[src/rtl/pwrseq_pkg.sv]
package pwrseq_pkg;

  localparam int NRAIL     = 7;
  localparam int RAIL_SRC  = 0;
  localparam int RAIL_GH   = 1;
  localparam int RAIL_GL   = 2;
  localparam int RAIL_CORE = 3;
  localparam int RAIL_IO   = 4;
  localparam int RAIL_LIN  = 5;
  localparam int RAIL_COM  = 6;

  typedef enum logic [1:0] {
    RT_IDLE = 2'd0,
    RT_WAIT = 2'd1,
    RT_RAMP = 2'd2,
    RT_ON   = 2'd3
  } rail_st_e;

  typedef enum logic [1:0] {
    TRG_GO        = 2'd0,
    TRG_SRC_RAMP  = 2'd1,
    TRG_SRC_READY = 2'd2
  } trig_src_e;

  // Which event starts a rail's delay count
  function automatic trig_src_e trig_of(input int idx);
    case (idx)
      RAIL_GH:           return TRG_SRC_READY;
      RAIL_GL, RAIL_COM: return TRG_SRC_RAMP;
      default:           return TRG_GO;
    endcase
  endfunction

endpackage

[src/rtl/pwrseq_rail_timer.sv]
module pwrseq_rail_timer
  import pwrseq_pkg::*;
#(
  parameter int CNT_W = 8
) (
  input  logic             clk,
  input  logic             rst_n,
  input  logic             run,
  input  logic             trig,
  input  logic             tick,
  input  logic [CNT_W-1:0] dly_ms,
  input  logic [CNT_W-1:0] ss_ms,
  output logic             ramp_o,
  output logic             on_o,
  output logic             start_p,
  output logic             ready_p
);

  localparam logic [CNT_W-1:0] ONE = CNT_W'(1);

  rail_st_e         st_q, st_d;
  logic [CNT_W-1:0] cnt_q, cnt_d;

  always_comb begin
    st_d  = st_q;
    cnt_d = cnt_q;
    if (!run) begin
      st_d  = RT_IDLE;
      cnt_d = '0;
    end else begin
      case (st_q)
        RT_IDLE: begin
          if (trig) begin
            if (dly_ms == '0) begin
              st_d  = RT_RAMP;
              cnt_d = ss_ms;
            end else begin
              st_d  = RT_WAIT;
              cnt_d = dly_ms;
            end
          end
        end
        RT_WAIT: begin
          if (tick) begin
            if (cnt_q <= ONE) begin
              st_d  = RT_RAMP;
              cnt_d = ss_ms;
            end else begin
              cnt_d = cnt_q - ONE;
            end
          end
        end
        RT_RAMP: begin
          if (tick) begin
            if (cnt_q <= ONE) begin
              st_d  = RT_ON;
              cnt_d = '0;
            end else begin
              cnt_d = cnt_q - ONE;
            end
          end
        end
        default: ;
      endcase
    end
  end

  always_ff @(posedge clk or negedge rst_n) begin
    if (!rst_n) begin
      st_q  <= RT_IDLE;
      cnt_q <= '0;
    end else begin
      st_q  <= st_d;
      cnt_q <= cnt_d;
    end
  end

  assign ramp_o  = (st_q == RT_RAMP);
  assign on_o    = (st_q == RT_ON);
  assign start_p = (st_d == RT_RAMP) && (st_q != RT_RAMP);
  assign ready_p = (st_d == RT_ON) && (st_q != RT_ON);

  // a stop clears the timer by the next cycle
  p_idle_after_stop_r9: assert property (@(posedge clk) disable iff (!rst_n)
    !run |=> (st_q == RT_IDLE));

  // a ready rail stays ready while the run lasts
  p_on_holds_r11: assert property (@(posedge clk) disable iff (!rst_n)
    (st_q == RT_ON && run) |=> (st_q == RT_ON));

endmodule

[src/rtl/pwrseq_start_det.sv]
module pwrseq_start_det (
  input  logic clk,
  input  logic rst_n,
  input  logic uvlo_ok,
  input  logic en,
  output logic run,
  output logic go,
  output logic started
);

  logic run_q;

  assign run = uvlo_ok & en;

  always_ff @(posedge clk or negedge rst_n) begin
    if (!rst_n) run_q <= 1'b0;
    else        run_q <= run;
  end

  assign go      = run & ~run_q;
  assign started = run & run_q;

  // the start event is a single-cycle pulse
  p_go_single_r2: assert property (@(posedge clk) disable iff (!rst_n)
    go |=> !go);

endmodule

[src/rtl/pwrseq_done_mon.sv]
module pwrseq_done_mon #(
  parameter int N = 7
) (
  input  logic         started,
  input  logic [N-1:0] on_vec,
  input  logic [N-1:0] ready_in,
  input  logic [N-1:0] mask,
  output logic         done
);

  logic [N-1:0] rail_fin;

  for (genvar i = 0; i < N; i++) begin : g_fin
    assign rail_fin[i] = ~mask[i] | (on_vec[i] & ready_in[i]);
  end

  assign done = started & (&rail_fin);

endmodule

[src/rtl/power_seq_ctrl.sv]
module power_seq_ctrl
  import pwrseq_pkg::*;
#(
  parameter int CNT_W         = 8,
  parameter int LDLY_W        = 3,
  parameter int BDLY_W        = 2,
  parameter int CDLY_W        = 5,
  parameter int SS_W          = 2,
  parameter int STEP_LONG_MS  = 5,
  parameter int STEP_BUCK_MS  = 3,
  parameter int STEP_SRCSS_MS = 5,
  parameter int STEP_GATESS_MS= 2,
  parameter int FIXED_SS_MS   = 1
) (
  input  logic              clk,
  input  logic              rst_n,
  input  logic              tick_ms,
  input  logic              uvlo_ok,
  input  logic              en,
  input  logic [NRAIL-1:0]  rail_mask,
  input  logic [NRAIL-1:0]  rail_ready,
  input  logic [LDLY_W-1:0] src_dly_code,
  input  logic [SS_W-1:0]   src_ss_code,
  input  logic [LDLY_W-1:0] gh_dly_code,
  input  logic [SS_W-1:0]   gh_ss_code,
  input  logic [LDLY_W-1:0] gl_dly_code,
  input  logic [SS_W-1:0]   gl_ss_code,
  input  logic [BDLY_W-1:0] core_dly_code,
  input  logic [BDLY_W-1:0] io_dly_code,
  input  logic [BDLY_W-1:0] lin_dly_code,
  input  logic [CDLY_W-1:0] com_dly_code,
  output logic [NRAIL-1:0]  rail_en,
  output logic [NRAIL-1:0]  rail_ss,
  output logic              seq_done
);

  localparam logic [CNT_W-1:0] ONE     = CNT_W'(1);
  localparam logic [CNT_W-1:0] K_LONG  = CNT_W'(STEP_LONG_MS);
  localparam logic [CNT_W-1:0] K_BUCK  = CNT_W'(STEP_BUCK_MS);
  localparam logic [CNT_W-1:0] K_SRCSS = CNT_W'(STEP_SRCSS_MS);
  localparam logic [CNT_W-1:0] K_GATSS = CNT_W'(STEP_GATESS_MS);
  localparam logic [CNT_W-1:0] K_FIXSS = CNT_W'(FIXED_SS_MS);

  logic run, go, started;
  logic src_start, src_ready;
  logic [NRAIL-1:0] ramp_vec, on_vec, start_vec, ready_vec;
  logic [CNT_W-1:0] dly_ms [NRAIL];
  logic [CNT_W-1:0] ss_ms  [NRAIL];

  pwrseq_start_det u_start (
    .clk     (clk),
    .rst_n   (rst_n),
    .uvlo_ok (uvlo_ok),
    .en      (en),
    .run     (run),
    .go      (go),
    .started (started)
  );

  // Code to millisecond conversion
  always_comb begin
    dly_ms[RAIL_SRC]  = K_LONG * CNT_W'(src_dly_code);
    dly_ms[RAIL_GH]   = K_LONG * CNT_W'(gh_dly_code);
    dly_ms[RAIL_GL]   = K_LONG * CNT_W'(gl_dly_code);
    dly_ms[RAIL_CORE] = K_BUCK * CNT_W'(core_dly_code);
    dly_ms[RAIL_IO]   = K_BUCK * CNT_W'(io_dly_code);
    dly_ms[RAIL_LIN]  = K_BUCK * CNT_W'(lin_dly_code);
    dly_ms[RAIL_COM]  = K_LONG * CNT_W'(com_dly_code);
    ss_ms[RAIL_SRC]   = K_SRCSS * (CNT_W'(src_ss_code) + ONE);
    ss_ms[RAIL_GH]    = K_GATSS * (CNT_W'(gh_ss_code) + ONE);
    ss_ms[RAIL_GL]    = K_GATSS * (CNT_W'(gl_ss_code) + ONE);
    ss_ms[RAIL_CORE]  = K_FIXSS;
    ss_ms[RAIL_IO]    = K_FIXSS;
    ss_ms[RAIL_LIN]   = K_FIXSS;
    ss_ms[RAIL_COM]   = K_FIXSS;
  end

  // Head of the chain: main boost, started by the run start event
  pwrseq_rail_timer #(.CNT_W(CNT_W)) u_src (
    .clk     (clk),
    .rst_n   (rst_n),
    .run     (run),
    .trig    (go),
    .tick    (tick_ms),
    .dly_ms  (dly_ms[RAIL_SRC]),
    .ss_ms   (ss_ms[RAIL_SRC]),
    .ramp_o  (ramp_vec[RAIL_SRC]),
    .on_o    (on_vec[RAIL_SRC]),
    .start_p (src_start),
    .ready_p (src_ready)
  );
  assign start_vec[RAIL_SRC] = src_start;
  assign ready_vec[RAIL_SRC] = src_ready;

  // Dependent rails, trigger chosen per rail
  for (genvar g = 1; g < NRAIL; g++) begin : g_dep
    logic trig_g;
    if (trig_of(g) == TRG_SRC_READY) begin : g_rdy
      assign trig_g = src_ready;
    end else if (trig_of(g) == TRG_SRC_RAMP) begin : g_rmp
      assign trig_g = src_start;
    end else begin : g_go
      assign trig_g = go;
    end
    pwrseq_rail_timer #(.CNT_W(CNT_W)) u_tmr (
      .clk     (clk),
      .rst_n   (rst_n),
      .run     (run),
      .trig    (trig_g),
      .tick    (tick_ms),
      .dly_ms  (dly_ms[g]),
      .ss_ms   (ss_ms[g]),
      .ramp_o  (ramp_vec[g]),
      .on_o    (on_vec[g]),
      .start_p (start_vec[g]),
      .ready_p (ready_vec[g])
    );
  end

  pwrseq_done_mon #(.N(NRAIL)) u_done (
    .started  (started),
    .on_vec   (on_vec),
    .ready_in (rail_ready),
    .mask     (rail_mask),
    .done     (seq_done)
  );

  assign rail_en = {NRAIL{run}} & rail_mask & (ramp_vec | on_vec);
  assign rail_ss = {NRAIL{run}} & rail_mask & ramp_vec;

  // gate-high is never active before the main boost is ready
  p_gh_after_src_r7: assert property (@(posedge clk) disable iff (!rst_n)
    (ramp_vec[RAIL_GH] | on_vec[RAIL_GH]) |-> on_vec[RAIL_SRC]);

  // gate-low and common amplifier follow the main ramp start
  p_gl_com_after_src_r5: assert property (@(posedge clk) disable iff (!rst_n)
    (ramp_vec[RAIL_GL] | on_vec[RAIL_GL] | ramp_vec[RAIL_COM] | on_vec[RAIL_COM])
      |-> (ramp_vec[RAIL_SRC] | on_vec[RAIL_SRC]));

  // done implies every enabled rail is up and none is ramping
  p_done_all_up_r11: assert property (@(posedge clk) disable iff (!rst_n)
    seq_done |-> ((rail_en == rail_mask) && (rail_ss == '0)));

  // a start pulse always lands in the ramp state
  p_start_lands_r8: assert property (@(posedge clk) disable iff (!rst_n)
    (start_vec != '0) |=> ((ramp_vec & $past(start_vec)) == $past(start_vec)));

  // a ready pulse always lands in the on state
  p_ready_lands_r3: assert property (@(posedge clk) disable iff (!rst_n)
    (ready_vec != '0) |=> ((on_vec & $past(ready_vec)) == $past(ready_vec)));

endmodule

[config.mk]
export PLATFORM = sky130hd
export DESIGN_NAME = power_seq_ctrl
export DESIGN_NICKNAME = d
export VERILOG_FILES = /design/src/rtl/pwrseq_pkg.sv /design/src/rtl/pwrseq_rail_timer.sv /design/src/rtl/pwrseq_start_det.sv /design/src/rtl/pwrseq_done_mon.sv /design/src/rtl/power_seq_ctrl.sv
export SDC_FILE = /design/constraint.sdc
export NUM_CORES = 1
export LEC_CHECK = 0
export CORE_MARGIN = 2
export CORE_UTILIZATION = 45
export DETAILED_ROUTE_END_ITERATION = 8
export GPL_TIMING_DRIVEN = 0
export PLACE_DENSITY_LB_ADDON = 0.25
export SLEW_MARGIN = 30
export SYNTH_ARGS = -nofsm -noshare
export SYNTH_HDL_FRONTEND = slang
export SYNTH_SLANG_ARGS = --single-unit
[constraint.sdc]
create_clock -name clk -period 2.6 [get_ports clk]
set_input_delay 0.52 -clock clk [delete_from_list [all_inputs] [get_ports clk]]
set_output_delay 0.52 -clock clk [all_outputs]
set_load 0.02 [all_outputs]
==> run_results.csv <==
group,metric,value,unit
status,status,"finished, violations left",
status,violations,"negative setup slack",
global_routing,top_usage_layer,"met2",
sta,skew,0.00648,ns
sta,setup_slack,-0.110,ns
worst_setup_path,crit_buf_inv,4,
global_routing,overflow,0,
worst_setup_path,r2r_slack,-0.09,ns
logic_synthesis,synth_area,0.00609,mm2
floorplan,die_x,120,um
floorplan,row_count,42,
worst_setup_path,criticalPathCategory,"primary input to register",
final_layout,n_antenna_cell,0,
floorplan,die_y,120,um
sta,tightest_slew,0.795,ns
floorplan,die-area,0.0145,mm2
sta,hold_slack,0.0901,ns
routing,wl_per_cell,17.4,um
worst_setup_path,cp_cell_sequence,"buf_8 > ha_4 > ha_4 > inv_2 > ha_4 > or4b_4 > nor4_4 > buf_4 > o21ai_0 > a21o_1 > a31oi_4 > buf_6 > nand2_4 > o31ai_4",
routing,drtIter0Drc,498,
sta,setup_viol,12,
worst_setup_path,slowest_stage,"or4b_4",
sta,max_freq,0.369,GHz
worst_setup_path,worstSetupStartpointType,"primary input",
logic_synthesis,yosysTopAreaCell,"dfrtp_1",
placed_design,hpwl,12500,um
logic_synthesis,synth_cell_types,70,
global_routing,gr-usage-met2,41.5,%
power_and_ir_drop,power.total,0.00423,W
sta,relSlewSlack,47.0,%
cts,insertion_delay,0.35,ns
worst_setup_path,slowest_delay,0.50,ns
run,cap_violations,0,
routing,drt_pre_antenna_iters,7,
floorplan,core,0.0132,mm2
placed_design,dp_slack,-1.64,ns
logic_synthesis,synthTopCellsByArea,"dfrtp_1 (29%), ha_1 (16%), nor2_1 (5.0%)",
placed_design,gp_congestion,0.921,
routing,routed_wl,17500,um
final_layout,nets,948,
logic_synthesis,synthArstFlopShare,100,%
sta,fin_crit,2.71,ns
final_layout,area_delta_synth_final,27.7,%
sta,hold_viol_final,0,
final_layout,drive_gt1_share,13.9,%
final_layout,fillers,1168,
cts,cts_tree,"done",
global_routing,grt_use_total,24.6,%
logic_synthesis,synth_area_per_cell,8.26,um2
global_routing,grt_max_degree,49,
routing,num_vias,6057,
sta,rsz0062_at_grt,"true",
worst_setup_path,rr_startpoint,"u_src.cnt_q[4]",
worst_setup_path,worstRegToRegCells,7,
sta,fin_crit_sh,104,%
global_routing,grt_first_pass_wirelength,28500,um
cts,clock_sinks,71,
cts,cts.clk_slew.worst_paths,0.06,ns
cts,clockRootBuffer,"clkbuf_16",
worst_setup_path,r2r-end,"g_dep[2].u_tmr.cnt_q[7]",
logic_synthesis,syn_nets,860,
logic_synthesis,ys_seq_elements,71,
worst_setup_path,critPathMaxFanout,6,
logic_synthesis,synth_top_area_share,29.2,%
logic_synthesis,synth_edf_count,0,
cts,clockBufferDepth,2,
global_routing,antenna_found_initial,0,
worst_setup_path,cp_common_cell,"ha_4",
cts,cts.htree.levels,3,
floorplan,start_util,46.0,%
global_routing,grtUsageMet3,5.75,%
worst_setup_path,cp.arrival,2.96,ns
worst_setup_path,critPathTopFamily,"simple AND/OR/NAND/NOR gates",
routing,drtAntennaViolNets,0,
global_routing,met1_usage,30.6,%
floorplan,io_pins,60,
power_and_ir_drop,leakagePower,3.56,nW
routing,vias_per_cell,6.02,
worst_setup_path,cp.required,2.85,ns
logic_synthesis,ys.flop_type,"dfrtp_1",
cts,tritoncts.num_buffers,9,
worst_setup_path,endpoint_kind,"register",
placed_design,numPortBuffers,59,
logic_synthesis,ys_warn_count,0,
global_routing,grt_pass1_vias,5885,
routing,drc,0,
power_and_ir_drop,peakVddDrop,0.541,mV
min_path,hold_class,"primary input to asynchronous set/reset pin",
sta,slew_violations,0,
power_and_ir_drop,power_density,545,mW/mm2
logic_synthesis,syn_inst,737,
logic_synthesis,ys_seq_area_share,29.2,%
## report_power, final
group	switching [W]	internal [W]
Sequential	0.000109	0.00119
Clock	0.000505	0.000837
Combinational	0.000924	0.000672
Total	0.00154	0.00270
## registers in the layout (all words and copies together) (netlist names)
signal,count
g_dep.u_tmr.st_q,12
u_src.st_q,2
u_src.cnt_q,8
u_start.run_q,1
g_dep.u_tmr.cnt_q,48
## metrics by stage
step	std cells	TNS (ns)	cell area (um2)	util, %
floorplan	737	-3.29	6180	-
global placement	972	-176.48	6990	52.8
detailed placement	973	-62.58	7020	53.0
CTS	1002	-0.275	7580	57.3
global route	1006	-3.05	7770	58.7
finish	1006	-0.864	7770	58.7
## cell type report
type                    instances  area (um2)  share of cell area [%]
multi-input cells             583        4340                    55.8
repair buffers                 78         757                    9.74
clock buffers                  10         229                    2.94
flip-flops and latches         71        1780                    22.9
clock inverters                 6        85.1                    1.09
inverters                      59         234                    3.01
well taps                     176         220                    2.83
plain buffers                  23         134                    1.72
## kinds of logic (layout without fill, tap and decap cells)
family,after synthesis,count (layout),synth area share (%)
compound gates,209,210,23.8
xor+xnor,14,14,2.01
fa+ha+maj,78,78,16.2
buf+inv,84,176,5.24
flops,71,71,29.2
mux,12,12,2.01
simple gates,269,269,21.6
## Yosys cell counts (all sizes together), types with 5 or more instances
| master | number |
|---|---|
| xnor2 | 5 |
| a21o | 8 |
| o41ai | 6 |
| clkbuf | 22 |
| and3 | 11 |
| mux2i | 10 |
| o211ai | 7 |
| or4 | 7 |
| nor3 | 36 |
| nor4 | 13 |
| or3 | 5 |
| inv | 58 |
| o311ai | 6 |
| o22ai | 5 |
| o21ai | 45 |
| a21oi | 40 |
| o211a | 6 |
| dfrtp | 71 |
| nor2b | 11 |
| nand2 | 66 |
| a211oi | 16 |
| nand2b | 7 |
| xor2 | 9 |
| or2 | 9 |
| nand3 | 11 |
| ha | 77 |
| o31ai | 12 |
| a22oi | 7 |
| nor2 | 81 |
| o221ai | 7 |
| a31oi | 8 |
## worst max path at each step
| stage | slack (ns) | start | to | depth (start not counted) |
|---|---|---|---|---|
| global placement | -1.65 | uvlo_ok | rail_en[6] | 7 |
| global route | -0.20 | src_dly_code[2] | g_dep[1].u_tmr.cnt_q[4] | 15 |
| finish | -0.11 | src_dly_code[2] | g_dep[1].u_tmr.cnt_q[0] | 14 |
| CTS | -0.09 | src_dly_code[2] | g_dep[2].u_tmr.cnt_q[7] | 12 |
| floorplan | -0.24 | src_dly_code[0] | g_dep[2].u_tmr.cnt_q[7] | 11 |
| detailed placement | -1.64 | en | rail_en[6] | 7 |
## placed cells by master, fill, tap and decap left out, types with 8 or more instances in the layout
master           count
nor2_1              80
a21oi_1             36
nor3_1              30
mux2i_1             10
clkbuf_1            15
nand2_1             62
o31ai_1              9
inv_1               56
dfrtp_1             70
xor2_1               9
a211oi_1            15
nor2b_1             11
a21o_1               8
o21ai_0             29
clkbuf_16            9
nor4_1              10
nand3_1             11
buf_4               19
dlygate4sd2_1       16
o21ai_1             12
ha_1                69
and3_1              11
clkdlybuf4s50_1     33
## per-layer routing
| layer | routed length [um] | vias to the layer above |
|---|---|---|
| met3 | 1030 | 34 |
| met1 | 7670 | 2929 |
| met2 | 8470 | 218 |
| met5 | 0 | - |
| li1 | - | 2876 |
| met4 | 352 | 0 |
## timing repair
| item | 4_1_cts | 5_1_grt |
|---|---|---|
| gates cloned | 2 | 0 |
| setup endpoints to repair | 63 | 44 |
| endpoints found under the hold margin | 0 | 0 |
| setup buffers | 12 | 5 |
| resized for setup | 74 | 37 |
| pin swaps | 17 | 4 |
| hold buffers | 0 | 0 |
Note: power is estimated with default switching activity, not from simulation.
